File: config.mk
export PLATFORM = sky130hd
export DESIGN_NAME = rpx_expander
export DESIGN_NICKNAME = d
export VERILOG_FILES = /design/src/rtl/rpx_pkg.sv /design/src/rtl/rpx_blocksel.sv /design/src/rtl/rpx_fmt.sv /design/src/rtl/rpx_expander.sv
export SDC_FILE = /design/constraint.sdc
export NUM_CORES = 1
export LEC_CHECK = 0
export ABC_CLOCK_PERIOD_IN_PS = 9400
export BUFFER_PORTS_ARGS = -buffer_cell sky130_fd_sc_hd__buf_2
export CORE_MARGIN = 3
export CORE_UTILIZATION = 35
export DETAILED_ROUTE_END_ITERATION = 10
export GPL_TIMING_DRIVEN = 0
export PLACE_DENSITY = 0.52
export SKIP_LAST_GASP = 1
export SLEW_MARGIN = 5
export SYNTH_ARGS = -nofsm -noshare
export SYNTH_HDL_FRONTEND = slang
export SYNTH_SLANG_ARGS = --single-unit
export TNS_END_PERCENT = 1
File: constraint.sdc
create_clock -name clk -period 9.4 [get_ports clk]
set_input_delay 1.41 -clock clk [delete_from_list [all_inputs] [get_ports clk]]
set_output_delay 1.41 -clock clk [all_outputs]
set_load 0.005 [all_outputs]
File: src/rtl/rpx_pkg.sv
package rpx_pkg;

    typedef enum logic [1:0] {
        PH_IDLE = 2'd0,
        PH_EMIT = 2'd1,
        PH_DONE = 2'd2
    } phase_t;

    // bits needed to hold a prefix length 0..w
    function automatic int len_bits(input int w);
        return $clog2(w + 1);
    endfunction

endpackage

File: src/rtl/rpx_blocksel.sv
// Chooses the largest aligned power-of-two block starting at cur that
// stays at or below hi; reports its log2 size, the next bound and whether
// this block reaches hi.
module rpx_blocksel #(
    parameter int W  = 16,
    parameter int LW = 5
) (
    input  logic [W-1:0]  cur,
    input  logic [W-1:0]  hi,
    output logic [LW-1:0] size_log,
    output logic [W-1:0]  next_cur,
    output logic          is_last
);
    localparam int EW = W + 1;

    logic [EW-1:0] ext_cur;
    logic [EW-1:0] ext_hi;
    logic [EW-1:0] span;
    logic [EW-1:0] sel_span;
    logic [EW-1:0] blk_end;

    assign ext_cur = EW'(cur);
    assign ext_hi  = EW'(hi);

    always_comb begin
        size_log = '0;
        span     = '0;
        for (int k = 0; k <= W; k++) begin
            span = EW'(1) << k;
            if (((ext_cur & (span - EW'(1))) == '0) &&
                ((ext_cur + span - EW'(1)) <= ext_hi)) begin
                size_log = LW'(k);
            end
        end
    end

    assign sel_span = EW'(1) << size_log;
    assign blk_end  = ext_cur + sel_span - EW'(1);
    assign is_last  = (blk_end == ext_hi);
    assign next_cur = W'(blk_end + EW'(1));

endmodule

File: src/rtl/rpx_fmt.sv
// Turns an aligned base and block size into the prefix triple.
module rpx_fmt #(
    parameter int W  = 16,
    parameter int LW = 5
) (
    input  logic [W-1:0]  base,
    input  logic [LW-1:0] size_log,
    output logic [W-1:0]  value,
    output logic [W-1:0]  mask,
    output logic [LW-1:0] len
);
    logic [W-1:0] low_ones;

    assign low_ones = W'((W + 1)'(1) << size_log) - W'(1);
    assign mask     = ~low_ones;
    assign value    = base;
    assign len      = LW'(W) - size_log;

endmodule

File: src/rtl/rpx_expander.sv
module rpx_expander
    import rpx_pkg::*;
#(
    parameter int W = 16,
    localparam int LW = len_bits(W)
) (
    input  logic          clk,
    input  logic          rst,
    input  logic          start_valid,
    output logic          start_ready,
    input  logic [W-1:0]  start_lo,
    input  logic [W-1:0]  start_hi,
    output logic          out_valid,
    input  logic          out_ready,
    output logic [W-1:0]  out_value,
    output logic [W-1:0]  out_mask,
    output logic [LW-1:0] out_len,
    output logic          out_last,
    output logic          done,
    output logic          err
);
    phase_t        phase;
    logic [W-1:0]  cur_q;
    logic [W-1:0]  hi_q;
    logic          err_q;

    logic [LW-1:0] blk_log;
    logic [W-1:0]  blk_next;
    logic          blk_last;

    rpx_blocksel #(.W(W), .LW(LW)) u_sel (
        .cur      (cur_q),
        .hi       (hi_q),
        .size_log (blk_log),
        .next_cur (blk_next),
        .is_last  (blk_last)
    );

    rpx_fmt #(.W(W), .LW(LW)) u_fmt (
        .base     (cur_q),
        .size_log (blk_log),
        .value    (out_value),
        .mask     (out_mask),
        .len      (out_len)
    );

    always_ff @(posedge clk) begin
        if (rst) begin
            phase <= PH_IDLE;
            cur_q <= '0;
            hi_q  <= '0;
            err_q <= 1'b0;
        end else begin
            case (phase)
                PH_IDLE: begin
                    if (start_valid) begin
                        cur_q <= start_lo;
                        hi_q  <= start_hi;
                        err_q <= (start_lo > start_hi);
                        phase <= (start_lo > start_hi) ? PH_DONE : PH_EMIT;
                    end
                end
                PH_EMIT: begin
                    if (out_ready) begin
                        if (blk_last) phase <= PH_DONE;
                        else          cur_q <= blk_next;
                    end
                end
                PH_DONE: phase <= PH_IDLE;
                default: phase <= PH_IDLE;
            endcase
        end
    end

    assign start_ready = (phase == PH_IDLE);
    assign out_valid   = (phase == PH_EMIT);
    assign out_last    = out_valid & blk_last;
    assign done        = (phase == PH_DONE);
    assign err         = done & err_q;

endmodule

==> results.py <==
metrics = {
    "clocking": {
        "hold_buffers": 0,
        "clock_path_buffers": 2,
        "clock-root-buffer": "clkbuf_16",
        "clk_pin_slew_worst_paths_ns": 0.06,
        "clk_latency_ns": 0.29,
        "numClockSinks": 35,
        "cts_tree": "yes",
        "h-tree-depth": 2,
        "cts_buffers": 5,
    },
    "setup_path": {
        "cp_top_family": "simple AND/OR/NAND/NOR gates",
        "setup.worst_path.start_class": "flip-flop",
        "cp_slowest_cell": "nor4_2",
        "crit_type": "flip-flop to output port",
        "critical_path_cell_count": 38,
        "end_kind": "output port",
        "worst-path-buf-inv": 9,
        "cpMostUsedCell": "nand2_1",
        "cp_data_required_time_ns": 7.99,
        "path_max_fanout": 10,
        "worst-r2r-cell-count": 38,
        "worstPathArrival_ns": 7.78,
        "slowest_delay_ns": 0.40,
    },
    "min_path": {
        "hold_path.class": "flip-flop to flip-flop",
        "holdPathStages": 2,
    },
    "cells_and_area": {
        "num_antenna_cells": 0,
        "final_cell_mix": "ha_1 (180), xnor2_1 (137), nand2_1 (135)",
        "mostFrequentLayoutCell": "ha_1",
        "nets": 1795,
        "drive_gt1_share_pct": 20.33,
        "final.fill_count": 3021,
        "area_delta_synth_final_pct": 22.55,
        "post-route-util_pct": 43.79,
    },
    "floorplanning": {
        "die_h_um": 177.6,
        "core_mm2": 0.02886,
        "rows": 62,
        "start_util_pct": 35.73,
        "die-area_mm2": 0.03156,
        "dieWidth_um": 177.6,
        "io_pins": 78,
    },
    "timing": {
        "fin_crit_ns": 9.188,
        "fin_crit_sh_pct": 97.74,
        "setup_viol": 0,
        "finalHoldViolCount": 0,
        "layout_setup_ws_ns": 0.2124,
        "relSlewSlack_pct": 20.24,
        "tightest_slew_ns": 1.196,
        "skew_ns": 0.006566,
        "max_freq_mhz": 108.8,
        "final-max-slew-violation-count": 0,
    },
    "synthesis": {
        "netlist_instances": 1443,
        "yosysTopAreaCell": "ha_1",
        "ys_seq_area_share_pct": 6.795,
        "synth-edff-count": 0,
        "ys_warn_count": 0,
        "synthFlopType": "dfxtp_1",
        "avgSynthCellArea_um2": 7.146,
        "syn-cell-area_mm2": 0.01031,
        "mappedNetlistNets": 1674,
        "yosys-top-cells-area": "ha_1 (24%), xnor2_1 (12%), dfxtp_1 (6.8%)",
        "ys_ff_latch": 35,
        "netlist-cell-type-count": 89,
        "synth_async_sr_flop_share_pct": 0,
        "synth_top_cell_area_share_pct": 23.54,
    },
    "run": {
        "maxCapViolCount": 0,
    },
    "grt": {
        "grt_pass1_wl_um": 64330,
        "grt_pass1_vias": 10930,
        "gr-usage-all-layers_pct": 26.30,
        "met1_usage_pct": 35.20,
        "grt.overflow.total": 0,
        "top_usage_layer": "met2",
        "met3_usage_pct": 2.888,
        "grt_max_degree": 18,
        "antenna_found_initial": 1,
        "grtUsageMet2_pct": 43.86,
    },
    "placement": {
        "hpwl_um": 32840,
        "place_ws_ns": -1.620,
        "gp_congestion": 0.9631,
        "io_buffers": 76,
    },
    "routing": {
        "drc": 0,
        "dr.pass1.iters": 5,
        "ant_nets": 0,
        "wirelength_um": 42830,
        "drt_iter0_markers": 1034,
        "viasPerCell": 5.905,
        "vias": 11500,
        "wl_per_cell_um": 21.98,
    },
    "run_status": {
        "outcome": "finished clean",
    },
}
## logic make-up after synthesis
kind of cell	count (synthesis)	synth area share [%]
AND/OR/NAND/NOR	530	25.72
multiplexers	3	0.3034
flip-flops	35	6.795
buffers and inverters	173	6.589
XOR/XNOR	161	14.08
adder cells (fa/ha/maj)	195	23.74
AO/OA/AOI/OAI	346	22.78
## stage by stage
| step | cell area, um2 | TNS, ns | hold WS (ns) | cells |
|---|---|---|---|---|
| 6_report | 12640 | 0 | 0.4570 | 1948 |
| 2_1_floorplan | 10310 | 0 | 0.4317 | 1443 |
| 3_3_place_gp | 11170 | -15.14 | 0.4454 | 1903 |
| 5_1_grt | 12640 | -0.07981 | 0.4782 | 1948 |
| 3_5_place_dp | 11170 | -14.54 | 0.4497 | 1903 |
| 4_1_cts | 11890 | 0 | 0.4583 | 1920 |
## registers in the layout, indices dropped and copies added (netlist names)
signal,cells
cur_q,16
hi_q,16
phase,2
err_q,1
## routing by layer
| layer | wire length (um) | part of all wire [%] | vias up |
|---|---|---|---|
| met5 | 13 | 0.030 | - |
| met4 | 1716 | 4.0 | 2 |
| met3 | 2905 | 6.8 | 98 |
| met2 | 19780 | 46 | 470 |
| met1 | 18410 | 43 | 5456 |
| li1 | - | - | 5477 |
## final timing paths
check | slack [ns] | endpoint | startpoint
setup / recovery | 0.21 | out_last | cur_q[9]
hold / removal | 0.46 | hi_q[4] | hi_q[4]
setup reg to reg | 1.03 | cur_q[14] | cur_q[9]
hold reg to reg | 0.46 | hi_q[4] | hi_q[4]
## worst min-delay path, stage by stage (launching register included)
cell	delay [ns]
dfxtp_1	0.31
nand2_1	0.05
a21oi_1	0.05
## layout make-up
type	instances	area [um2]	area share, %
Sequential cell	35	713.2	5.644
Inverter	114	442.9	3.505
Multi-Input combinational cell	1235	9808	77.62
Timing Repair Buffer	118	711.9	5.634
Buffer	55	320.3	2.535
Clock buffer	6	128.9	1.020
Tap cell	384	480.5	3.802
Clock inverter	1	30.03	0.2376
## synth_stat cells (all sizes together), types with 3 or more instances
library cell,number
ha,194
nand2,149
xnor2,143
nor2,122
inv,111
a21oi,82
o21ai,68
nor3,52
nand3,48
nand4,39
a21o,36
clkbuf,35
dfxtp,35
a211oi,25
buf,24
o31ai,23
and4,19
xor2,15
nor4,14
o21a,14
nand2b,12
or2,12
a211o,10
and2,10
a31oi,9
and3,9
nor2b,9
o21bai,9
o211ai,8
or3,8
or4,7
a2111oi,6
a311oi,6
o2111ai,6
nand3b,4
nor3b,4
nor4b,4
o311ai,4
a221oi,3
clkinv,3
nand4b,3
o211a,3
o32ai,3
xnor3,3
## what timing repair did
action,4_1_cts,5_1_grt
gates cloned,0,0
pin swaps,23,44
setup endpoints to repair,19,1
buffers inserted,13,29
gates resized for setup,130,116
Power is not shown: default switching activity piles up to over one toggle a cycle in this logic, so the estimate is an artifact.
